`src/rtl/scsiArbPkg.sv`:
```
package scsiArbPkg;
  typedef enum logic [1:0] {
    LIM_SETTLE = 2'd0,
    LIM_ARB    = 2'd1,
    LIM_CLEAR  = 2'd2
  } limSel_e;

  typedef enum logic [2:0] {
    ST_IDLE  = 3'd0,
    ST_WAIT  = 3'd1,
    ST_ARB   = 3'd2,
    ST_CLEAR = 3'd3,
    ST_WON   = 3'd4,
    ST_LOST  = 3'd5
  } arbState_e;

  typedef struct packed {
    logic    cntClr;
    logic    cntInc;
    limSel_e limSel;
  } dpCtl_t;
endpackage

```
`src/rtl/scsiArbDatapath.sv`:
```
module scsiArbDatapath
  import scsiArbPkg::*;
#(
  parameter int DATA_W     = 8,
  parameter int CNT_W      = 8,
  parameter int CLR_CYCLES = 4
) (
  input  logic              clk,
  input  logic              rstN,
  input  dpCtl_t            ctl,
  input  logic [CNT_W-1:0]  settleCount,
  input  logic [CNT_W-1:0]  arbDelayCount,
  input  logic [DATA_W-1:0] ownId,
  input  logic [DATA_W-1:0] busDataN,
  input  logic              busBsyN,
  input  logic              busSelN,
  output logic              limitDone,
  output logic              busFree,
  output logic              higherSeen
);
  localparam logic [CNT_W-1:0] ClrLimit = CNT_W'(CLR_CYCLES);

  logic [CNT_W-1:0]  cnt;
  logic [CNT_W-1:0]  limit;
  logic [DATA_W-1:0] higherMask;

  always_ff @(posedge clk or negedge rstN) begin
    if (!rstN)           cnt <= '0;
    else if (ctl.cntClr) cnt <= '0;
    else if (ctl.cntInc) cnt <= cnt + 1'b1;
  end

  always_comb begin
    case (ctl.limSel)
      LIM_SETTLE: limit = settleCount;
      LIM_ARB:    limit = arbDelayCount;
      default:    limit = ClrLimit;
    endcase
  end

  // a zero limit behaves as one
  assign limitDone = ({1'b0, cnt} + 1'b1) >= {1'b0, limit};
  assign busFree   = busBsyN && busSelN;

  // bits of higher significance than the own ID bit
  always_comb begin
    higherMask[0] = 1'b0;
    for (int i = 1; i < DATA_W; i++)
      higherMask[i] = higherMask[i-1] | ownId[i-1];
  end

  assign higherSeen = |(~busDataN & higherMask);
endmodule

```
`src/rtl/scsiArbControl.sv`:
```
module scsiArbControl
  import scsiArbPkg::*;
(
  input  logic   clk,
  input  logic   rstN,
  input  logic   arbitrate,
  input  logic   limitDone,
  input  logic   busFree,
  input  logic   higherSeen,
  input  logic   busSelN,
  output dpCtl_t ctl,
  output logic   driveBsy,
  output logic   driveSel,
  output logic   flagBusy,
  output logic   flagLost,
  output logic   flagWon
);
  arbState_e state, nextState;

  always_ff @(posedge clk or negedge rstN) begin
    if (!rstN) state <= ST_IDLE;
    else       state <= nextState;
  end

  always_comb begin
    nextState = state;
    if (!arbitrate) begin
      nextState = ST_IDLE;
    end else begin
      case (state)
        ST_IDLE:  nextState = ST_WAIT;
        ST_WAIT:  if (busFree && limitDone) nextState = ST_ARB;
        ST_ARB: begin
          if (!busSelN)                      nextState = ST_LOST;
          else if (limitDone && higherSeen)  nextState = ST_LOST;
          else if (limitDone)                nextState = ST_CLEAR;
        end
        ST_CLEAR: if (limitDone) nextState = ST_WON;
        default:  nextState = state;
      endcase
    end
  end

  always_comb begin
    ctl.cntClr = (nextState != state) || (state == ST_WAIT && !busFree);
    ctl.cntInc = !ctl.cntClr;
    case (state)
      ST_ARB:   ctl.limSel = LIM_ARB;
      ST_CLEAR: ctl.limSel = LIM_CLEAR;
      default:  ctl.limSel = LIM_SETTLE;
    endcase
  end

  assign driveBsy = (state == ST_ARB) || (state == ST_CLEAR) || (state == ST_WON);
  assign driveSel = (state == ST_CLEAR) || (state == ST_WON);
  assign flagBusy = (state == ST_WAIT) || (state == ST_ARB) || (state == ST_CLEAR);
  assign flagLost = (state == ST_LOST);
  assign flagWon  = (state == ST_WON);
endmodule

```
`src/rtl/scsiArbSeq.sv`:
```
module scsiArbSeq
  import scsiArbPkg::*;
#(
  parameter int DATA_W     = 8,
  parameter int CNT_W      = 8,
  parameter int CLR_CYCLES = 4
) (
  input  logic              clk,
  input  logic              rstN,
  input  logic              arbitrate,
  input  logic [DATA_W-1:0] ownId,
  input  logic [CNT_W-1:0]  settleCount,
  input  logic [CNT_W-1:0]  arbDelayCount,
  input  logic              busBsyN,
  input  logic              busSelN,
  input  logic [DATA_W-1:0] busDataN,
  output logic              bsyOe,
  output logic              selOe,
  output logic [DATA_W-1:0] dataOe,
  output logic              flagBusy,
  output logic              flagLost,
  output logic              flagWon
);
  dpCtl_t ctl;
  logic   limitDone, busFree, higherSeen, driveBsy, driveSel;

  scsiArbDatapath #(.DATA_W(DATA_W), .CNT_W(CNT_W), .CLR_CYCLES(CLR_CYCLES)) u_dp (
    .clk(clk), .rstN(rstN), .ctl(ctl),
    .settleCount(settleCount), .arbDelayCount(arbDelayCount),
    .ownId(ownId), .busDataN(busDataN), .busBsyN(busBsyN), .busSelN(busSelN),
    .limitDone(limitDone), .busFree(busFree), .higherSeen(higherSeen)
  );

  scsiArbControl u_ctl (
    .clk(clk), .rstN(rstN), .arbitrate(arbitrate),
    .limitDone(limitDone), .busFree(busFree), .higherSeen(higherSeen),
    .busSelN(busSelN), .ctl(ctl),
    .driveBsy(driveBsy), .driveSel(driveSel),
    .flagBusy(flagBusy), .flagLost(flagLost), .flagWon(flagWon)
  );

  assign bsyOe  = driveBsy;
  assign selOe  = driveSel;
  assign dataOe = driveBsy ? ownId : '0;
endmodule

```
`config.mk`:
```
export PLATFORM = sky130hd
export DESIGN_NAME = scsiArbSeq
export DESIGN_NICKNAME = d
export VERILOG_FILES = /design/src/rtl/scsiArbPkg.sv /design/src/rtl/scsiArbDatapath.sv /design/src/rtl/scsiArbControl.sv /design/src/rtl/scsiArbSeq.sv
export SDC_FILE = /design/constraint.sdc
export NUM_CORES = 1
export LEC_CHECK = 0
export ABC_AREA = 1
export BUFFER_PORTS_ARGS = -buffer_cell sky130_fd_sc_hd__buf_2
export CAP_MARGIN = 10
export CORE_AREA = 2 2 67 69
export CTS_CLUSTER_SIZE = 40
export DETAILED_ROUTE_END_ITERATION = 12
export DIE_AREA = 0 0 69 71
export SYNTH_ARGS = -nofsm -noshare
export SYNTH_HDL_FRONTEND = slang
export SYNTH_SLANG_ARGS = --single-unit
```
`constraint.sdc`:
```
create_clock -name clk -period 4.1 [get_ports clk]
set_clock_uncertainty 0.2 [all_clocks]
set_input_delay 0.205 -clock clk [delete_from_list [all_inputs] [get_ports clk]]
set_output_delay 0.205 -clock clk [all_outputs]
set_load 0.05 [all_outputs]
```
==> Word-level counts from Yosys, hierarchy flattened <==
Cells that the tools add are included.
{ "totals": {"ff_bits": 11, "latchBits": 0, "ramBits": 0, "romBits": 0, "in_bits": 37, "out_inout_bits": 13, "word_cells": 45, "memories": 0} }
{ "classes": {"addsub": 2, "mul": 0, "n_div": 0, "n_lt_le_gt_ge": 1, "eq_ne": 7, "shift": 0, "muxes": 11, "n_bitwise": 8, "reduce_logical": 14} }
{ "op_table": {"columns": ["cell", "count"], "rows": [
  ["2-to-1 mux 3 bit", 6],
  ["2-to-1 mux 8 bit", 2],
  ["one-hot mux 8 bit (2 select lines)", 1],
  ["one-hot mux 3 bit (4 select lines)", 1],
  ["adder 8 x 1 -> 9 bit (second input constant)", 1],
  ["greater-or-equal comparator 9 x 8 -> 1 bit", 1],
  ["adder 8 x 1 -> 8 bit (second input constant)", 1],
  ["AND 8 bit", 1],
  ["NOT 8 bit", 1],
  ["OR reduction 8 bit", 1],
  ["== test 3 x 2 -> 1 bit (second input constant)", 2],
  ["== test 3 bit (second input constant)", 2],
  ["logical OR 1 bit", 6],
  ["bitwise OR 1 bit", 6],
  ["logical AND 1 bit", 4],
  ["one-hot mux 2 bit (2 select lines)", 1],
  ["== test 3 x 1 -> 1 bit (second input constant)", 1],
  ["zero test 3 bit", 1],
  ["!= test 3 bit", 1],
  ["== test 2 x 1 -> 1 bit (second input constant)", 1],
  ["zero test 2 bit", 1],
  ["zero test 1 bit", 1]
]} }

==> Longest topological paths before layout <==
Gate-level depths: netlist of run 1.
{ "depth": {"depth_word": 16, "depth_mapped": 25, "ltp_nobuf": 24} }

==> By module <==
Synthesis of run 1 repeated with hierarchy kept, for this count alone.
{ "hier_totals": {"cells_unflattened": 226, "hier_area_um2": 1362.6} }
{ "by_module_without_submodules": {"columns": ["module", "instances", "cells_per_inst", "area_each_um2", "seq_area_each_um2"], "rows": [
  ["scsiArbDatapath", 1, 146, 935.9, 200.2],
  ["scsiArbControl", 1, 63, 361.6, 75.1],
  ["scsiArbSeq", 1, 17, 65.1, 0.0]
]} }

==> Least setup slack after synthesis of run 1 <==
No wires, ideal clock.
{ "synth_path": {"path_kind": "register to output", "startpoint": "reg u_ctl.state[2]", "endpoint": "out dataOe[0]", "arrival_ns": 2.351, "t_required_ns": 3.695, "setup_slack_ns": 1.344, "path_stages_with_launch": 7, "path_buffers": 0, "path_cell_list": "dfrtp_1 > inv_2 > nor2_1 > inv_1 > nor2_1 > nor2_1 > nor2_1"} }
{ "synth_between": {"word_cells_on_any_way": 6, "classes_between": "eq/ne (3); mux (1); reduce/logical (2)"} }
{ "synth_rtl": {"columns": ["element", "line", "text"], "rows": [
  ["from (decl)", "scsiArbControl.sv:18", "arbState_e state, nextState;"],
  ["from (signal assigned)", "scsiArbControl.sv:22", "else state <= nextState;"],
  ["== test 3 bit", null, null],
  ["via flagWon", "scsiArbSeq.sv:22", "output logic flagWon"],
  ["logical OR 1 bit", "scsiArbControl.sv:54", "assign driveBsy = (state == ST_ARB) || (state == ST_CLEAR) || (state == ST_WON);"],
  ["2-to-1 mux 8 bit", "scsiArbSeq.sv:44", "assign dataOe = driveBsy ? ownId : '0;"],
  ["to (decl)", "scsiArbSeq.sv:19", "output logic [DATA_W-1:0] dataOe,"]
]} }
The timed path passes the listed nets, and every way through them passes these cells.

==> Worst setup path after layout of run 1 <==
{ "layout_path": {"startpoint": "reg u_ctl.state[2]", "endpoint": "reg u_dp.cnt[0]"} }
{ "layout_between": {"elab_chain_cells": 13, "word_cells_on_any_way": 22, "classes_between": "order compare (1); eq/ne (5); mux (10); reduce/logical (6)"} }
{ "layout_rtl": {"columns": ["element", "line", "text"], "rows": [
  ["== test 3 x 2 -> 1 bit", "scsiArbControl.sv:30, scsiArbControl.sv:47", null],
  ["one-hot mux 2 bit (2 select lines)", "scsiArbControl.sv:47", "case (state)"],
  ["== test 2 x 1 -> 1 bit or zero test 2 bit (tied branches)", "scsiArbDatapath.sv:34", "case (ctl.limSel)"],
  ["one-hot mux 8 bit (2 select lines)", "scsiArbDatapath.sv:34", null],
  ["greater-or-equal comparator 9 x 8 -> 1 bit", "scsiArbDatapath.sv:42", "assign limitDone = ({1'b0, cnt} + 1'b1) >= {1'b0, limit};"],
  ["2-to-1 mux 3 bit or logical AND 1 bit (tied branches)", "scsiArbControl.sv:36, scsiArbControl.sv:35", null],
  ["2-to-1 mux 3 bit", "scsiArbControl.sv:35", "else if (limitDone && higherSeen) nextState = ST_LOST;"],
  ["2-to-1 mux 3 bit", "scsiArbControl.sv:34", "if (!busSelN) nextState = ST_LOST;"],
  ["one-hot mux 3 bit (4 select lines)", "scsiArbControl.sv:30", "case (state)"],
  ["2-to-1 mux 3 bit", "scsiArbControl.sv:27", "if (!arbitrate) begin"],
  ["!= test 3 bit", "scsiArbControl.sv:45", "ctl.cntClr = (nextState != state) || (state == ST_WAIT && !busFree);"],
  ["logical OR 1 bit (*)", "scsiArbControl.sv:45", null],
  ["2-to-1 mux 8 bit (*)", "scsiArbDatapath.sv:29", "else if (ctl.cntClr) cnt <= '0;"],
  ["to (signal assigned)", "scsiArbDatapath.sv:30", "else if (ctl.cntInc) cnt <= cnt + 1'b1;"],
  ["to (decl)", "scsiArbDatapath.sv:23", "logic [CNT_W-1:0] cnt;"]
]} }
Every way passes the cells marked *; elsewhere a longest branch is shown, timed or not.

==> results by group, run 1 <==
Layout
  • Ant diodes: 0
  • Reg area: 275 sq um
  • Nets: 271
  • Area Growth Syn to Fin: 29.0%
  • Fraction of layout cells with a size suffix above 1: 0.406
  • Multi-input logic area: 801 sq um
  • Fill cell total of the finished layout: 453

STA
  • Post-layout min period: 3.18 ns
  • Worst hold margin: 0.0955 ns
  • Final period utilization: 0.776
  • Final TNS setup: 0 ns
  • Setup Viol. Count Final: 0
  • Maximum clock frequency: 314 MHz
  • Worst slew margin: 0.602
  • Final Hold Viols: 0
  • Fin. max-slew vios: 0
  • RSZ-0062 raised after global routing: no
  • Slew @ Worst Pin: 0.594 ns

Job
  • Total of max-cap violations: 0

Place
  • # port buffers: 48
  • Post-DP HPWL: 2260 um
  • GP Congestion: 0.827

Clocking
  • Bufs on Longest Clock Path: 2
  • Post-CTS setup buffers: 0
  • TritonCTS buffer count: 3
  • Clock sinks: 11
  • Clk Latency, worst-skew pair: 0.24 ns
  • H-tree depth: 1
  • Clock-pin slew on the worst setup and hold paths: 0.05 ns
  • Root Driver: clkbuf_8
  • CTS tree: done

Drt
  • DR pass1 iterations: 4
  • Via count: 1,207
  • DR DRC count: 0
  • Routed WL per cell: 9.90 um
  • DR iter-0 viols: 29
  • Total Routed Length: 2730 um
  • Vias per std cell: 4.37
  • Post-route ant nets: 0

Logic synthesis
  • Post-synthesis adder-cell area fraction: 0.0924
  • Synthesized area: 1220 sq um
  • Top_reg_cell synth: dfrtp_1
  • Compound-gate portion of the synthesized area: 0.128
  • Post-synthesis mux area share: 0
  • Synth Instances: 172
  • Xor/xnor cell area share of the yosys netlist: 0.0359
  • Synth warn: 0
  • Synth cell types: 31
  • Sequential element share of the synthesized area: 0.226
  • Syn nets: 218
  • Post-Synth Simple-Gate Area: 0.400
  • Largest family of logic cells by synthesized area: simple AND/OR/NAND/NOR gates
  • EDFF count, synth: 0
  • Share of async-settable or async-resettable flops after synthesis: 1.00
  • Flop and latch count out of synthesis: 11
  • Syn Area/Cell: 7.09 sq um

Power and ir drop
  • Flop pwr share: 0.370
  • Switch share: 0.315
  • Clock power share: 0.332
  • P_leak: 0.916 nW
  • Switching Power: 0.103 mW
  • Int Pwr: 0.224 mW
  • PD cells: 208 nW/um^2
  • Worst VDD drop: 0.0000985 V
  • Gate power share: 0.298

Global routing
  • Pin count of the biggest net entering global routing: 12
  • Initial antenna violation count: 0
  • Total grt overflow: 0
  • First-pass GRT wire length: 4890 um
  • GRT Util Overall: 0.122
  • Vias in the first global route: 1,153

Floorplanning
  • Die Y: 71 um
  • Initial Util: 0.290
  • Die Wd: 69 um
  • I/O pins: 50
  • DIE AREA: 4900 sq um
  • Core Area: 4200 sq um
  • # rows: 24

Worst setup path
  • Crit path max-delay family: simple AND/OR/NAND/NOR gates
  • Worst path cell trace: nor2_4 > inv_2 > nor2_2 > a21boi_0 > ha_1 > nand2_1 > nor2_1 > nand2_1 > nand3_1 > nand2_1 > nand2_2 > nand2_4 > nand2_2 > nand2_1 > nand2_1 > nand3_2 > nand2_2 > nand2_1 > nand2_2 > nor2_4 > nand2_4 > nor2_2
  • Slowest stage cell, crit path: dfrtp_1
  • Max stage delay on crit path: 0.43 ns
  • Crit-path most repeated cell: nand2_1
  • Setup crit end kind: flop
  • Crit path launch: u_ctl.state[2]$_DFF_PN0_
  • WP buf/inv: 1
  • R2R cell count: 22
  • WP data arrival: 3.11 ns
  • R2R Setup Slk: 0.92 ns
  • Critical R2R Launch: u_ctl.state[2]$_DFF_PN0_
  • CP Capture Point: u_dp.cnt[0]$_DFF_PN0_
  • Worst R2R End: u_dp.cnt[0]$_DFF_PN0_
  • Setup CP Type: flop to flop
  • Worst Path Required: 4.02 ns
  • Crit path depth: 22
  • Startpoint Class: flop
  • Crit Path Max Fanout: 11

Hold path
  • Worst Hold Depth: 3
  • Min-Delay Path Class: primary input to flop

Run status
  • Status: completed
[registers in the layout (all words and copies together), names as in the netlist]
register     flops
u_dp.cnt         8
u_ctl.state      3
[worst reg2reg max path, delay by kind of cell, from the launching register on]
family,cells,cell delay (ns)
and+or+nand+nor,19,1.80
adders and majority gates,1,0.34
DFF,1,0.43
AOI/OAI and AO/OA,1,0.19
buffers and inverters,1,0.12
[what timing repair did]
item,4_1_cts,5_1_grt
endpoints found under the setup margin,0,0
hold buffers,1,0
gates resized for setup,0,0
endpoints found under the hold margin,11,0
[routing by layer]
layer | wire length, um | track usage
met1 | 1250 | 0.149
met2 | 1290 | 0.216
met3 | 164 | 0.0256
met4 | 27 | 0.0392
met5 | 0 | 0
[cell families after synthesis]
logic type,after synthesis
buffers and inverters,37
and+or+nand+nor,89
DFF,11
AOI/OAI and AO/OA,21
adders and majority gates,9
xor gates and xnor gates,5
[synth_stat cells, types with 2 or more instances]
cell / instances / area share
nand3_2: 7 / 0.057
nor2_1: 18 / 0.055
inv_2: 6 / 0.018
ha_1: 9 / 0.092
o21bai_1: 2 / 0.012
a22oi_1: 5 / 0.031
xor2_1: 4 / 0.029
nand2_2: 7 / 0.036
o22ai_1: 2 / 0.010
nand2_4: 2 / 0.018
nor2_2: 10 / 0.051
dfrtp_1: 11 / 0.23
inv_1: 29 / 0.089
nor2_4: 4 / 0.037
a21oi_1: 4 / 0.016
nand2_1: 31 / 0.095
nand3_1: 7 / 0.029
[through the flow]
stage / worst slack (ns) / util / power, mW / cells / instance area (sq um)
final: 0.918 / 0.374 / 0.327 / 276 / 1570
after global routing: 0.506 / 0.374 / 0.351 / 276 / 1570
after CTS: 0.863 / 0.374 / 0.332 / 276 / 1570
after detailed placement: 0.881 / 0.361 / 0.221 / 271 / 1520
after global placement: 0.919 / 0.361 / 0.219 / 271 / 1520
after floorplan: 1.34 / - / 0.188 / 172 / 1220
[cells in the final DEF, fill, tap and decap left out, types with 2 or more instances in the layout]
cell | netlist | layout
ha_1 | 9 | 9
xor2_1 | 4 | 4
nor2_1 | 18 | 18
nand3_1 | 7 | 7
o21bai_1 | 2 | 2
inv_1 | 29 | 29
nor2_4 | 4 | 4
nand2_4 | 2 | 2
nor2_2 | 10 | 10
a21oi_1 | 4 | 4
dfrtp_1 | 11 | 11
clkbuf_8 | 0 | 3
nand2_1 | 31 | 31
buf_2 | 0 | 48
o22ai_1 | 2 | 2
inv_2 | 6 | 6
nand3_2 | 7 | 7
nand2_2 | 7 | 7
a22oi_1 | 5 | 5
[cell type report]
| type | count | area share |
|---|---|---|
| Multi-Input combinational cell | 124 | 0.510 |
| Sequential cell | 11 | 0.175 |
| Timing Repair Buffer | 49 | 0.159 |
| Inverter | 36 | 0.0860 |
| Tap cell | 52 | 0.0414 |
| Clock buffer | 4 | 0.0287 |
[power groups by stage]
stage                     clock [mW]  combinational (mW)  sequential [mW]
final                          0.109              0.0974            0.121
after detailed placement           0              0.0978            0.123
after global routing           0.116               0.113            0.122
after global placement             0              0.0964            0.123
after CTS                      0.112              0.0992            0.121
after floorplan                    0              0.0665            0.121
[worst min path at each step]
stage                     startpoint                        to
after floorplan                 rstN  u_ctl.state[0]$_DFF_PN0_
after global placement          rstN     u_dp.cnt[0]$_DFF_PN0_
after detailed placement        rstN     u_dp.cnt[0]$_DFF_PN0_
after CTS                  arbitrate  u_ctl.state[1]$_DFF_PN0_
after global routing       arbitrate  u_ctl.state[1]$_DFF_PN0_
final                      arbitrate  u_ctl.state[1]$_DFF_PN0_
No activity file was read; power rests on OpenSTA's default activity.
==> inputs of run 2 (changes only) <==
clock period = 3.13 ns   (was 4.1 ns; I/O delays follow)
==> run 2 against run 1 <==
- clock power rose by 28%
- first-iteration DRC count up 72%
- flip-flop and latch count did not move
- wire length is 1.5% higher
- sequential power is 32% higher
- die area stayed put
- hold slack got worse by 0.030 ns
- critical path type unchanged
- final area up 5.1%
- critical endpoint is now u_dp.cnt[1]$_DFF_PN0_
==> results by group, run 2 (synthesis results as in run 1) <==
Global routing
  • Pin count of the biggest net entering global routing: 12
  • Initial antenna violation count: 0
  • GRT Util Overall: 0.119
  • Total grt overflow: 0
  • First-pass GRT wire length: 4920 um
  • Vias in the first global route: 1,177

Layout
  • Finished Layout Cells: 280
  • Reg area: 278 sq um
  • Max FFs per register: 8
  • Finished Cell Area: 1650 sq um
  • Ant diodes: 0
  • Top flop regs: u_dp.cnt: 8 flops, u_ctl.state: 3 flops
  • Nets: 275
  • Area Growth Syn to Fin: 35.5%
  • Multi-input logic area: 846 sq um
  • Register with the most flip-flops: u_dp.cnt
  • Most common cell after layout, fill and taps aside: buf_2
  • Fill cell total of the finished layout: 467
  • Fin util: 0.393
  • Most frequent cells in the layout: buf_2, nand2_1, inv_1, nor2_1
  • Fraction of layout cells with a size suffix above 1: 0.447

Floorplanning
  • Die Y: 71 um
  • DIE AREA: 4900 sq um
  • Initial Util: 0.290
  • Die Wd: 69 um
  • Core Area: 4200 sq um
  • # rows: 24
  • I/O pins: 50

Worst setup path
  • Worst path cell trace: inv_2 > nor2_4 > inv_4 > nor2_4 > a21boi_1 > ha_1 > nand2_1 > nor2_1 > nand2_1 > nand3_1 > nand2_1 > nand2_2 > nand2_4 > nand2_2 > nand2_1 > nand2_1 > nand3_2 > nand2_2 > nand2_1 > nand2_2 > nor2_4 > nand2_8 > nor2_2
  • Crit Path Max Fanout: 8
  • WP data arrival: 2.84 ns
  • R2R Setup Slk: 0.25 ns
  • Max stage delay on crit path: 0.36 ns
  • Slowest stage cell, crit path: dfrtp_1
  • Setup CP Type: flop to flop
  • Setup crit end kind: flop
  • WP buf/inv: 2
  • Crit path max-delay family: simple AND/OR/NAND/NOR gates
  • Worst Path Required: 3.09 ns
  • Crit-path most repeated cell: nand2_1
  • Startpoint Class: flop

STA
  • Worst slew margin: 0.597
  • Post-layout min period: 2.88 ns
  • Maximum clock frequency: 348 MHz
  • PnR worst setup slack: 0.254 ns
  • Worst hold margin: 0.0656 ns
  • Slew @ Worst Pin: 0.603 ns
  • Final period utilization: 0.919
  • Fin. max-slew vios: 0
  • Final TNS setup: 0 ns
  • Final Hold Viols: 0
  • Setup Viol. Count Final: 0

Drt
  • Via count: 1,218
  • Routed WL per cell: 9.90 um
  • DR DRC count: 0
  • Total Routed Length: 2770 um
  • DR iter-0 viols: 50
  • Post-route ant nets: 0
  • Vias per std cell: 4.35
  • DR pass1 iterations: 4

Clocking
  • H-tree depth: 1
  • Root Driver: clkbuf_8
  • Clock sinks: 11
  • Bufs on Longest Clock Path: 2
  • CTS tree: done
  • Clock-pin slew on the worst setup and hold paths: 0.05 ns
  • TritonCTS buffer count: 3
  • Clk Latency, worst-skew pair: 0.23 ns

Power and ir drop
  • PD cells: 264 nW/um^2
  • Worst VDD drop: 0.000168 V
  • Pwr Total: 0.436 mW
  • P_leak: 0.944 nW

Place
  • DP Worst Slack: 0.172 ns
  • # port buffers: 48
  • GP Congestion: 0.846
  • Post-DP HPWL: 2340 um
  • Area of placed instances: 1530 sq um
  • Placed Cells incl. Taps: 273

Hold path
  • Min-Delay Path Class: primary input to flop

Run status
  • Status: completed

Job
  • Total of max-cap violations: 0
## run 2: changes by cell type in the layout (fill, tap and decap cells not counted), sizes merged
cell	before	now
buf	48	52
## run 2: path summary, 6_finish.rpt
path                                     startpoint                  endpoint  cells after the start
min in group asynchronous                      rstN     u_dp.cnt[3]$_DFF_PN0_                      2
setup reg to reg           u_ctl.state[1]$_DFF_PN0_     u_dp.cnt[1]$_DFF_PN0_                     23
hold / removal                            arbitrate  u_ctl.state[1]$_DFF_PN0_                      3
hold reg to reg               u_dp.cnt[0]$_DFF_PN0_     u_dp.cnt[0]$_DFF_PN0_                      1
max in group asynchronous                      rstN  u_ctl.state[2]$_DFF_PN0_                      2
setup / recovery           u_ctl.state[1]$_DFF_PN0_     u_dp.cnt[1]$_DFF_PN0_                     23
## run 2: where the power goes
part | total [mW] | internal (mW) | switching [mW]
logic | 0.137 | 0.0579 | 0.0789
clock network | 0.139 | 0.0891 | 0.0494
registers | 0.160 | 0.151 | 0.00951
total | 0.436 | 0.298 | 0.138
## run 2: metal layers
layer	part of all wire	GRT usage	up-vias
met5	0	0	-
met4	0.0069	0.0349	0
met3	0.043	0.0157	2
met2	0.45	0.202	30
met1	0.50	0.158	531
li1	-	-	655
## run 2: worst register-to-register path, stage by stage, from the launching register on
cell and delay (ns):
dfrtp_1 0.36, inv_2 0.08, nor2_4 0.18, inv_4 0.08
nor2_4 0.20, a21boi_1 0.09, ha_1 0.29, nand2_1 0.09
nor2_1 0.05, nand2_1 0.05, nand3_1 0.08, nand2_1 0.09
nand2_2 0.06, nand2_4 0.08, nand2_2 0.07, nand2_1 0.06
nand2_1 0.06, nand3_2 0.10, nand2_2 0.06, nand2_1 0.08
nand2_2 0.06, nor2_4 0.15, nand2_8 0.11, nor2_2 0.09
## run 2: what timing repair did
| action | in CTS | in global routing |
|---|---|---|
| hold endpoints to repair | 11 | 0 |
| gates resized for setup | 0 | 13 |
| hold buffers | 1 | 0 |
| endpoints found under the setup margin | 0 | 8 |
| buffers inserted | 0 | 2 |
## run 2: layout make-up
class / count / share of cell area
Timing Repair Buffer: 53 / 0.170
Inverter: 36 / 0.0833
Multi-Input combinational cell: 124 / 0.512
Sequential cell: 11 / 0.168
Tap cell: 52 / 0.0394
Clock buffer: 4 / 0.0273
==> inputs of run 3 (changes only) <==
CORE_AREA = 2 2 61 77   (was 2 2 67 69)
DIE_AREA = 0 0 63 79   (was 0 0 69 71)
==> run 3 against run 2 <==
- die area grew 1.6%
- non-clock buffer count grew 4
- sequential share of layout area shrank 0.19 points
- hold slack lost 0.021 ns
- power shrank 1.1%
- largest power group unchanged
- largest cell class unchanged
- final cell count grew 3.6%
==> results by group, run 3 (synthesis results as in run 1) <==
Global routing
  • Vias in the first global route: 1,167
  • GRT Util Overall: 0.121
  • Pin count of the biggest net entering global routing: 12
  • Initial antenna violation count: 0
  • First-pass GRT wire length: 4820 um
  • Total grt overflow: 0

Clocking
  • Clock sinks: 11
  • Clock-pin slew on the worst setup and hold paths: 0.05 ns
  • Clk Latency, worst-skew pair: 0.24 ns
  • Bufs on Longest Clock Path: 2
  • CTS tree: done
  • TritonCTS buffer count: 3
  • H-tree depth: 1
  • Root Driver: clkbuf_8

Layout
  • Area Growth Syn to Fin: 35.8%
  • Max FFs per register: 8
  • Most frequent cells in the layout: buf_2, nand2_1, inv_1, nor2_1, dfrtp_1
  • Top flop regs: u_dp.cnt: 8 flops, u_ctl.state: 3 flops
  • Finished Layout Cells: 290
  • Most common cell after layout, fill and taps aside: buf_2
  • Ant diodes: 0
  • Fraction of layout cells with a size suffix above 1: 0.427
  • Finished Cell Area: 1660 sq um
  • Nets: 279
  • Register with the most flip-flops: u_dp.cnt

STA
  • Final period utilization: 0.911
  • Setup Viol. Count Final: 0
  • Worst hold margin: 0.0444 ns
  • Final Hold Viols: 0
  • Slew @ Worst Pin: 0.549 ns
  • Maximum clock frequency: 351 MHz
  • Worst slew margin: 0.633
  • Fin. max-slew vios: 0
  • Post-layout min period: 2.85 ns

Drt
  • Via count: 1,252
  • Total Routed Length: 2800 um
  • Post-route ant nets: 0
  • DR DRC count: 0
  • Routed WL per cell: 9.66 um
  • DR iter-0 viols: 15
  • Vias per std cell: 4.32
  • DR pass1 iterations: 4

Run status
  • Status: completed

Worst setup path
  • Setup crit end kind: flop
  • Crit Path Max Fanout: 8
  • Setup CP Type: flop to flop
  • Startpoint Class: flop
  • Worst Path Required: 3.10 ns
  • WP data arrival: 2.83 ns

Job
  • Total of max-cap violations: 0

Hold path
  • Min-Delay Path Class: primary input to flop

Place
  • # port buffers: 48
  • Post-DP HPWL: 2410 um
  • Area of placed instances: 1540 sq um
  • GP Congestion: 0.783
  • Placed Cells incl. Taps: 279

Floorplanning
  • # rows: 27
  • Die Y: 79 um
  • I/O pins: 50
  • DIE AREA: 4980 sq um
  • Die Wd: 63 um
  • Initial Util: 0.284
  • Core Area: 4290 sq um

Power and ir drop
  • Worst VDD drop: 0.0000869 V
  • Pwr Total: 0.431 mW
  • PD cells: 260 nW/um^2
  • P_leak: 0.955 nW
## run 3: changes by cell type in the layout (fill, tap and decap cells not counted), moves of 2 or more
cell / before / now
buf_4: 4 / 7
dfrtp_1: 9 / 11
dfrtp_2: 2 / 0
inv_2: 6 / 4
nor2_4: 7 / 5
## run 3: area by class of cell
cell class | count | area (sq um)
Inverter | 36 | 143
Fill cell | 466 | 2640
Tap cell | 58 | 72.6
Clock buffer | 4 | 45.0
Timing Repair Buffer | 57 | 314
Sequential cell | 11 | 275
Multi-Input combinational cell | 124 | 806
## run 3: critical path, stage by stage (launching register included)
cell	delay, ns
dfrtp_1	0.40
inv_4	0.05
nor2_4	0.14
clkinv_4	0.08
buf_4	0.16
nand2_1	0.05
a21boi_0	0.18
ha_1	0.27
nand2_1	0.09
inv_1	0.04
nand2_1	0.05
nand3_1	0.07
nand2_1	0.08
nand2_2	0.06
nand2_4	0.08
nand2_2	0.07
nand2_1	0.06
nand2_1	0.05
nand3_2	0.09
nand2_2	0.06
nand2_1	0.07
nand2_2	0.07
nor2_4	0.09
nand2_4	0.11
nor2_2	0.10
## run 3: layer usage
| layer | GRT usage | share of wire |
|---|---|---|
| met1 | 0.127 | 0.42 |
| met5 | 0 | 0 |
| met3 | 0.0269 | 0.059 |
| met2 | 0.227 | 0.51 |
| met4 | 0.0600 | 0.019 |
## run 3: worst paths after layout
check / start / to / slack [ns] / depth (start not counted)
min in group asynchronous: rstN / u_dp.cnt[0]$_DFF_PN0_ / 0.11 / 2
setup / recovery: u_ctl.state[1]$_DFF_PN0_ / u_dp.cnt[3]$_DFF_PN0_ / 0.28 / 24
max in group asynchronous: rstN / u_ctl.state[1]$_DFF_PN0_ / 2.42 / 2
hold / removal: arbitrate / u_ctl.state[1]$_DFF_PN0_ / 0.04 / 3
hold reg to reg: u_dp.cnt[0]$_DFF_PN0_ / u_dp.cnt[0]$_DFF_PN0_ / 0.30 / 1
setup reg to reg: u_ctl.state[1]$_DFF_PN0_ / u_dp.cnt[3]$_DFF_PN0_ / 0.28 / 24
## run 3: through the flow
step / TNS, ns / utilization / setup slack, ns
global route: -0.0832 / 0.386 / -0.0168
detailed placement: 0 / 0.359 / 0.0892
finish: 0 / 0.386 / 0.277
CTS: 0 / 0.372 / 0.0822
floorplan: 0 / - / 0.422
global placement: 0 / 0.359 / 0.128
## run 3: power breakdown
part | total [mW] | internal [mW] | switching, mW | leakage (nW)
Clock | 0.141 | 0.0893 | 0.0518 | 0.0228
Combinational | 0.131 | 0.0561 | 0.0747 | 0.783
Sequential | 0.159 | 0.150 | 0.00851 | 0.150
## run 3: what timing repair did
| action | 4_1_cts | 5_1_grt |
|---|---|---|
| resized for setup | 0 | 5 |
| setup endpoints to repair | 0 | 8 |
| setup buffers | 0 | 6 |
| hold endpoints to repair | 11 | 0 |
| hold buffers | 1 | 0 |
